File: src/rtl/wdt_pkg.sv
package wdt_pkg;

    // Word addresses of the write port.
    typedef enum logic [1:0] {
        ADDR_RELOAD = 2'd0,
        ADDR_CTRL   = 2'd1,
        ADDR_ACK    = 2'd2,
        ADDR_SPARE  = 2'd3
    } wdt_addr_e;

    // Control word. Bit 0 is the enable, bit 3 the reset type.
    typedef struct packed {
        logic por_kind;   // bit 3: 1 = power-on-class reset
        logic rst_en;     // bit 2: reset generation enabled
        logic nmi_sel;    // bit 1: 1 = non-maskable interrupt
        logic run;        // bit 0: counter enable (sticky)
    } wdt_ctrl_t;

    localparam int CTRL_BITS = $bits(wdt_ctrl_t);

    // Merge a control write into the current control state.
    function automatic wdt_ctrl_t ctrl_update(wdt_ctrl_t cur, logic [CTRL_BITS-1:0] data);
        wdt_ctrl_t nxt;
        nxt          = wdt_ctrl_t'(data);
        nxt.run      = cur.run | data[0];
        return nxt;
    endfunction

endpackage

File: src/rtl/wdt_regs.sv
module wdt_regs
    import wdt_pkg::*;
#(
    parameter int CW = 32
) (
    input  logic          clk,
    input  logic          rst,
    input  logic          wr_en,
    input  logic [1:0]    wr_addr,
    input  logic [CW-1:0] wr_data,
    output logic [CW-1:0] reload_q,
    output wdt_ctrl_t     ctrl_q,
    output logic          reload_wr,
    output logic          ack_wr
);

    wdt_addr_e addr;
    assign addr      = wdt_addr_e'(wr_addr);
    assign reload_wr = wr_en && (addr == ADDR_RELOAD);
    assign ack_wr    = wr_en && (addr == ADDR_ACK);

    always_ff @(posedge clk) begin
        if (rst) begin
            reload_q <= '1;
            ctrl_q   <= '0;
        end else begin
            if (reload_wr)
                reload_q <= wr_data;
            if (wr_en && addr == ADDR_CTRL)
                ctrl_q <= ctrl_update(ctrl_q, wr_data[CTRL_BITS-1:0]);
        end
    end

    // Enable bit cannot fall except through reset.
    p_run_sticky_r9: assert property (@(posedge clk) disable iff (rst)
        ctrl_q.run |=> ctrl_q.run);

endmodule

File: src/rtl/wdt_counter.sv
module wdt_counter #(
    parameter int CW = 32
) (
    input  logic          clk,
    input  logic          rst,
    input  logic          run,
    input  logic          reload_wr,
    input  logic [CW-1:0] reload_wdata,
    input  logic          ack_wr,
    input  logic [CW-1:0] reload_q,
    output logic [CW-1:0] count_q,
    output logic          expire
);

    logic reload_now;
    assign reload_now = reload_wr || ack_wr;
    // A software reload takes precedence over a time-out in the same cycle.
    assign expire     = run && !reload_now && (count_q == '0);

    always_ff @(posedge clk) begin
        if (rst)
            count_q <= '1;
        else if (reload_wr)
            count_q <= reload_wdata;
        else if (ack_wr || expire)
            count_q <= reload_q;
        else if (run)
            count_q <= count_q - 1'b1;
    end

    p_step_down_r2: assert property (@(posedge clk) disable iff (rst)
        (run && !reload_now && count_q != '0) |=> count_q == $past(count_q) - 1'b1);

    p_zero_reload_r4: assert property (@(posedge clk) disable iff (rst)
        (run && !reload_now && count_q == '0) |=> count_q == $past(reload_q));

    p_hold_idle_r9: assert property (@(posedge clk) disable iff (rst)
        (!run && !reload_now) |=> $stable(count_q));

endmodule

File: src/rtl/wdt_stage.sv
module wdt_stage
    import wdt_pkg::*;
(
    input  logic      clk,
    input  logic      rst,
    input  logic      expire,
    input  logic      ack_wr,
    input  wdt_ctrl_t ctrl_q,
    output logic      pending_q,
    output logic      sys_pulse_q,
    output logic      por_pulse_q
);

    logic second;
    assign second = expire && pending_q && ctrl_q.rst_en;

    always_ff @(posedge clk) begin
        if (rst) begin
            pending_q   <= 1'b0;
            sys_pulse_q <= 1'b0;
            por_pulse_q <= 1'b0;
        end else begin
            if (ack_wr)
                pending_q <= 1'b0;
            else if (expire)
                pending_q <= 1'b1;
            sys_pulse_q <= second && !ctrl_q.por_kind;
            por_pulse_q <= second &&  ctrl_q.por_kind;
        end
    end

    p_reset_needs_pending_r5: assert property (@(posedge clk) disable iff (rst)
        (sys_pulse_q || por_pulse_q) |-> ($past(pending_q) && $past(ctrl_q.rst_en)));

    p_one_reset_kind_r6: assert property (@(posedge clk) disable iff (rst)
        $onehot0({sys_pulse_q, por_pulse_q}));

    p_ack_clears_r7: assert property (@(posedge clk) disable iff (rst)
        ack_wr |=> !pending_q);

endmodule

File: src/rtl/wdt_two_stage.sv
module wdt_two_stage
    import wdt_pkg::*;
#(
    parameter int CW = 32
) (
    input  logic          clk,
    input  logic          rst,
    input  logic          wr_en,
    input  logic [1:0]    wr_addr,
    input  logic [CW-1:0] wr_data,
    output logic [CW-1:0] count_o,
    output logic          irq_o,
    output logic          nmi_o,
    output logic          sys_rst_o,
    output logic          por_rst_o
);

    logic [CW-1:0] reload_q;
    wdt_ctrl_t     ctrl_q;
    logic          reload_wr;
    logic          ack_wr;
    logic          expire;
    logic          pending_q;

    wdt_regs #(.CW(CW)) u_regs (
        .clk       (clk),
        .rst       (rst),
        .wr_en     (wr_en),
        .wr_addr   (wr_addr),
        .wr_data   (wr_data),
        .reload_q  (reload_q),
        .ctrl_q    (ctrl_q),
        .reload_wr (reload_wr),
        .ack_wr    (ack_wr)
    );

    wdt_counter #(.CW(CW)) u_counter (
        .clk          (clk),
        .rst          (rst),
        .run          (ctrl_q.run),
        .reload_wr    (reload_wr),
        .reload_wdata (wr_data),
        .ack_wr       (ack_wr),
        .reload_q     (reload_q),
        .count_q      (count_o),
        .expire       (expire)
    );

    wdt_stage u_stage (
        .clk         (clk),
        .rst         (rst),
        .expire      (expire),
        .ack_wr      (ack_wr),
        .ctrl_q      (ctrl_q),
        .pending_q   (pending_q),
        .sys_pulse_q (sys_rst_o),
        .por_pulse_q (por_rst_o)
    );

    assign irq_o = pending_q && !ctrl_q.nmi_sel;
    assign nmi_o = pending_q &&  ctrl_q.nmi_sel;

    p_irq_lines_excl_r3: assert property (@(posedge clk) disable iff (rst)
        !(irq_o && nmi_o));

endmodule

File: config.mk
export PLATFORM = sky130hd
export DESIGN_NAME = wdt_two_stage
export DESIGN_NICKNAME = d
export VERILOG_FILES = /design/src/rtl/wdt_pkg.sv /design/src/rtl/wdt_regs.sv /design/src/rtl/wdt_counter.sv /design/src/rtl/wdt_stage.sv /design/src/rtl/wdt_two_stage.sv
export SDC_FILE = /design/constraint.sdc
export NUM_CORES = 1
export LEC_CHECK = 0
export ABC_AREA = 0
export ABC_CLOCK_PERIOD_IN_PS = 2200
export BUFFER_PORTS_ARGS = -buffer_cell sky130_fd_sc_hd__buf_2
export CAP_MARGIN = 20
export CORE_UTILIZATION = 50
export DETAILED_ROUTE_END_ITERATION = 10
export GPL_TIMING_DRIVEN = 0
export HOLD_SLACK_MARGIN = 0.02
export PLACE_DENSITY = 0.79
export SYNTH_ARGS = -nofsm -noshare
export SYNTH_HDL_FRONTEND = slang
export SYNTH_SLANG_ARGS = --single-unit
File: constraint.sdc
create_clock -name clk -period 2.2 [get_ports clk]
set_input_delay 0.11 -clock clk [delete_from_list [all_inputs] [get_ports clk]]
set_output_delay 0.11 -clock clk [all_outputs]
set_load 0.03 [all_outputs]
# ---- Word-level counts from Yosys, hierarchy flattened
# Cells that the tools add are included.
dict set report totals {
  regBits 71
  word_cells 36
}
dict set report classes {
  add_sub_neg 1
  eq_ne 2
  n_mux 3
  bitwise 1
  n_reduce_logical 20
}
# cell count
set ops {}
lappend ops {{32-bit two-way mux} 3}
lappend ops {{32-bit logical NOT} 1}
lappend ops {{32-bit by 1-bit subtractor with 32-bit output, second input constant} 1}
lappend ops {{1-bit logical AND} 11}
lappend ops {{1-bit logical NOT} 3}
lappend ops {{3-bit nonzero test} 1}
lappend ops {{2-bit by 1-bit == test with 1-bit output, second input constant} 1}
lappend ops {{2-bit == test, second input constant} 1}
lappend ops {{2-bit logical NOT} 1}
lappend ops {{1-bit logical OR} 2}
lappend ops {{2-bit OR reduction} 1}
lappend ops {{1-bit bitwise OR} 1}

# ---- Depth between registers and ports, before layout
dict set report logic_depth {
  word_depth 9
  ltp_mapped 10
}

# ---- Hierarchy
# From an unflattened synthesis, not the netlist that was laid out.
dict set report unflattened {
  hier_cells 465
  area_unflattened_um2 3890.0
}
# mod instances cells_each area_each_um2 seq_area_each_um2
set by_module_without_submodules {}
lappend by_module_without_submodules {wdt_counter 1 293 2278.4 640.6}
lappend by_module_without_submodules {wdt_regs 1 161 1506.4 720.7}
lappend by_module_without_submodules {wdt_stage 1 9 88.8 60.1}
lappend by_module_without_submodules {wdt_two_stage 1 2 16.3 0.0}

# ---- Worst setup path before layout
# Ideal clock, no wire load.
dict set report synth_timing {
  path_kind {register -> register}
  from {register u_counter.count_q[0]}
  to {register u_counter.count_q[20]}
  setup_time_ps 116
  arrival_time_ps 2226
  path_slack_ps -143
  path_stages_with_launch 10
  cell_sequence {dfxtp_1 inv_1 ha_1 nor4b_1 and4_1 a31o_2 buf_2 a211oi_2 nand3_1 a41o_1}
}
dict set report synth_between {
  elab_chain_cells 5
  word_cells_on_any_way 8
}
# item line_no
set synth_rtl {}
lappend synth_rtl {{start: declaration} wdt_counter.sv:11} ;# output logic [CW-1:0] count_q,
lappend synth_rtl {{start signal: assignment} wdt_counter.sv:24} ;# count_q <= reload_wdata;
lappend synth_rtl {{start signal: assignment} wdt_counter.sv:26} ;# count_q <= reload_q;
lappend synth_rtl {{start signal: assignment} wdt_counter.sv:28} ;# count_q <= count_q - 1'b1;
lappend synth_rtl {{branches (longest 5 deep; another with 32-bit by 1-bit subtractor with 32-bit output)} n/a}
# Several ways; the timed one is not identified. The select of a mux whose other input is x is not followed.
# A chain may end at the register's enable or synchronous reset.

# ---- Worst setup path in the final report
dict set report layout_timing {
  from {register u_counter.count_q[0]}
  to {register u_counter.count_q[21]}
}
# Same word-level chain as after synthesis.

==> flow_metrics.tcl <==
set metrics [dict create \
    grt_usage 0.330 \
    preCtsSetupSlack_ns -0.466 \
    start_util 0.527 \
    vdd_ir_drop_max_mv 0.360 \
    drv_cap 0 \
    required_ns 2.43 \
    ys_types 66 \
    grt_util_met1 0.401 \
    ios 73 \
    syn_nets 494 \
    postPlaceCellArea_sq_um 4130 \
    yosysSeqAreaShare 0.390 \
    fillCellCount 530 \
    postLayoutCellArea_sq_um 5010 \
    p_clk_frac 0.373 \
    switching_share 0.296 \
    tightestPinTransition_ns 0.714 \
    dp_hpwl_um 8250 \
    dr.pass1.iters 5 \
    skew_ns 0.0135 \
    cellLeakagePower_nw 1.97 \
    synth-async-reset-ratio 0 \
    gp_congestion 0.942 \
    avgViaCountPerCell 6.11 \
    power_frac_seq 0.474 \
    setup_violations 1 \
    detail-route-antenna-nets 0 \
    slowest_delay_ns 0.60 \
    hold_viol_final 0 \
    net-switching-power_mw 0.875 \
    min_path_type "in -> reg" \
    dieArea_sq_um 7630 \
    crit_path_end_kind "flop" \
    die_h_um 87.4 \
    ctsLongestPathBuffers 2 \
    grt_pass1_wl_um 18900 \
    layout.nets 620 \
    internal_power_mw 2.08 \
    routed_wl_um 13100 \
    drt_iter0_markers 467 \
    finalMaxSlewViolations 0 \
    routedWlPerCell_um 19.2 \
    clkSinkCount 71 \
    syn_avg_cell_area_sq_um 7.99 \
    crit_arrival_ns 2.44 \
    power_mw 2.95 \
    clkTransAtPathRegs_ns 0.09 \
    yosys_warnings 0 \
    cts_buffers 9 \
    power_density_nw_per_um2 590 \
    grt_pass1_vias 3869 \
    die-width_um 87.4 \
    syn_area_sq_um 3640 \
    violations "setup timing" \
    num_vias 4176 \
    drcViolationCount 0 \
    grt_max_degree 14 \
    layout.cells.non_filler 683 \
    cts_root_buffer "clkbuf_8" \
    cp_top_family "simple AND/OR/NAND/NOR gates" \
    use_met3 0.0815 \
    multi_input_area_sq_um 2280 \
    status "complete, but fails checks" \
    cpMaxStageDelayCell "or4_4" \
    global_route.usage.met2 0.550 \
    synthCells 456 \
    setup_slack_ns -0.00841 \
    crit_chain "or4_4 -> nor3_4 -> nand3_2 -> or3_4 -> xnor2_2 -> a31oi_1" \
    synth_ff_type "dfxtp_1" \
    grt_setup_unrepaired "yes" \
    antenna_found_initial 0 \
    htree_levels 3 \
    drive_gt1_frac 0.300 \
    cp_num_buf_inv 0 \
    max_freq_ghz 0.453 \
    dpl.cell_count 624 \
    worstSetupPathType "reg -> reg" \
    cts_tree "built" \
    port_buffers 72 \
    grt_overflow 0 \
    seqCellArea_sq_um 1440 \
    slew_headroom 0.524 \
    synth_edf_count 0 \
    pwr-share-comb 0.153 \
    antenna_cells 0 \
    top_usage_layer "met2" \
    crit_fanout 5 \
    final.period_utilization 1.00 \
    crit_path_start_kind "flop" \
    worstSkewPairLatency_ns 0.37 \
    coreArea_sq_um 6910 \
    fin_crit_ns 2.21 \
    syn2layout_area_growth_pct 37.5 \
    rows 30 \
    synth-seq-cells 71 \
]
[stage by stage]
step / util / hold slack [ns] / TNS (ns)
after floorplan: - / 0.209 / 0
after global placement: 0.598 / 0.316 / -10.25
after detailed placement: 0.598 / 0.321 / -10.69
after CTS: 0.691 / 0.0230 / -0.0266
after global routing: 0.725 / 0.0287 / -0.854
final: 0.725 / 0.0217 / -0.00841
[placed cells by master, fill, tap and decap left out, types with 4 or more instances in the layout]
master | Yosys | final
or4_4 | 3 | 4
buf_6 | 3 | 5
a22oi_1 | 5 | 5
nor3_2 | 0 | 4
dlygate4sd3_1 | 0 | 27
a21oi_1 | 39 | 39
nand3_1 | 17 | 15
xnor2_1 | 6 | 5
nand2b_1 | 4 | 4
dfxtp_1 | 71 | 63
clkbuf_8 | 0 | 10
or2_2 | 5 | 5
nand2_1 | 87 | 87
a32oi_1 | 4 | 4
buf_4 | 3 | 15
nor3_1 | 12 | 6
inv_1 | 7 | 5
buf_2 | 4 | 74
or3_1 | 5 | 4
dfxtp_2 | 0 | 6
nor2_1 | 45 | 44
nand4_1 | 6 | 6
o21ai_0 | 12 | 12
clkbuf_1 | 13 | 11
a221oi_1 | 9 | 5
a31oi_1 | 10 | 9
mux2i_1 | 18 | 18
nor4_1 | 7 | 5
a221oi_2 | 0 | 4
[flip-flops by register name, summed over array words and instances, names as in the netlist]
signal / flops
u_counter.count_q: 32
u_regs.reload_q: 32
u_regs.ctrl_q: 4
u_stage.pending_q: 1
u_stage.por_pulse_q: 1
u_stage.sys_pulse_q: 1
[worst min-delay path, delay by kind of cell]
kind	cells	cell delay [ns]
and+or+nand+nor	2	0.16
buffers and inverters	1	0.07
[layout make-up]
cell class	instances	share of cell area
Clock inverter	6	0.0132
Sequential cell	71	0.287
Inverter	8	0.00650
Tap cell	96	0.0240
Timing Repair Buffer	116	0.156
Clock buffer	10	0.0275
Buffer	24	0.0305
Multi-Input combinational cell	352	0.455
[cells in the mapped netlist, drive strengths merged, types with 8 or more instances]
| cell | n | share of area |
|---|---|---|
| a21oi | 39 | 0.054 |
| nor3 | 13 | 0.021 |
| a221oi | 9 | 0.022 |
| clkbuf | 13 | 0.013 |
| nor2 | 48 | 0.053 |
| o21ai | 13 | 0.018 |
| buf | 12 | 0.023 |
| mux2i | 18 | 0.049 |
| nand2 | 87 | 0.090 |
| nand3 | 18 | 0.026 |
| dfxtp | 71 | 0.39 |
| nor4 | 8 | 0.015 |
| a31oi | 10 | 0.017 |
[logic make-up (layout without fill, tap and decap cells)]
family | count (synthesis) | count (layout) | share of synthesized area
buffers and inverters | 33 | 164 | 0.0447
AO/OA/AOI/OAI | 104 | 104 | 0.187
AND/OR/NAND/NOR | 220 | 220 | 0.304
flip-flops | 71 | 71 | 0.390
multiplexers | 18 | 18 | 0.0495
adder cells (fa/ha/maj) | 1 | 1 | 0.00343
XOR/XNOR | 9 | 9 | 0.0216
[routing by layer]
layer,vias up,share of wire
li1,1900,-
met1,1942,0.38
met2,294,0.48
met3,40,0.11
met4,0,0.027
met5,-,0
[path summary, 6_finish.rpt]
kind	start	end	slack (ns)	cells past startpoint
max	u_counter.count_q[0]$_SDFFE_PP1P_	u_counter.count_q[21]$_SDFFE_PP1P_	-0.008	6
min	wr_data[27]	u_regs.reload_q[27]$_SDFFE_PP1P_	0.02	3
max reg2reg	u_counter.count_q[0]$_SDFFE_PP1P_	u_counter.count_q[21]$_SDFFE_PP1P_	-0.008	6
min reg2reg	u_regs.reload_q[13]$_SDFFE_PP1P_	u_counter.count_q[13]$_SDFFE_PP1P_	0.47	2
[what timing repair did]
item / in CTS / in global routing
setup endpoints to repair: 32 / 28
gates cloned: 0 / 1
endpoints found under the hold margin: 30 / 0
hold buffers: 27 / 0
buffers inserted: 6 / 10
pin swaps: 6 / 18
gates resized for setup: 26 / 33
[power by group through the flow]
| stage | Clock [mW] | Sequential [mW] | Combinational, mW |
|---|---|---|---|
| final | 1.10 | 1.40 | 0.450 |
| after floorplan | 0 | 1.45 | 0.190 |
| after detailed placement | 0 | 1.42 | 0.365 |
| after global routing | 1.15 | 1.40 | 0.477 |
| after global placement | 0 | 1.42 | 0.358 |
| after CTS | 1.10 | 1.39 | 0.415 |
No activity file was read; power rests on OpenSTA's default activity.
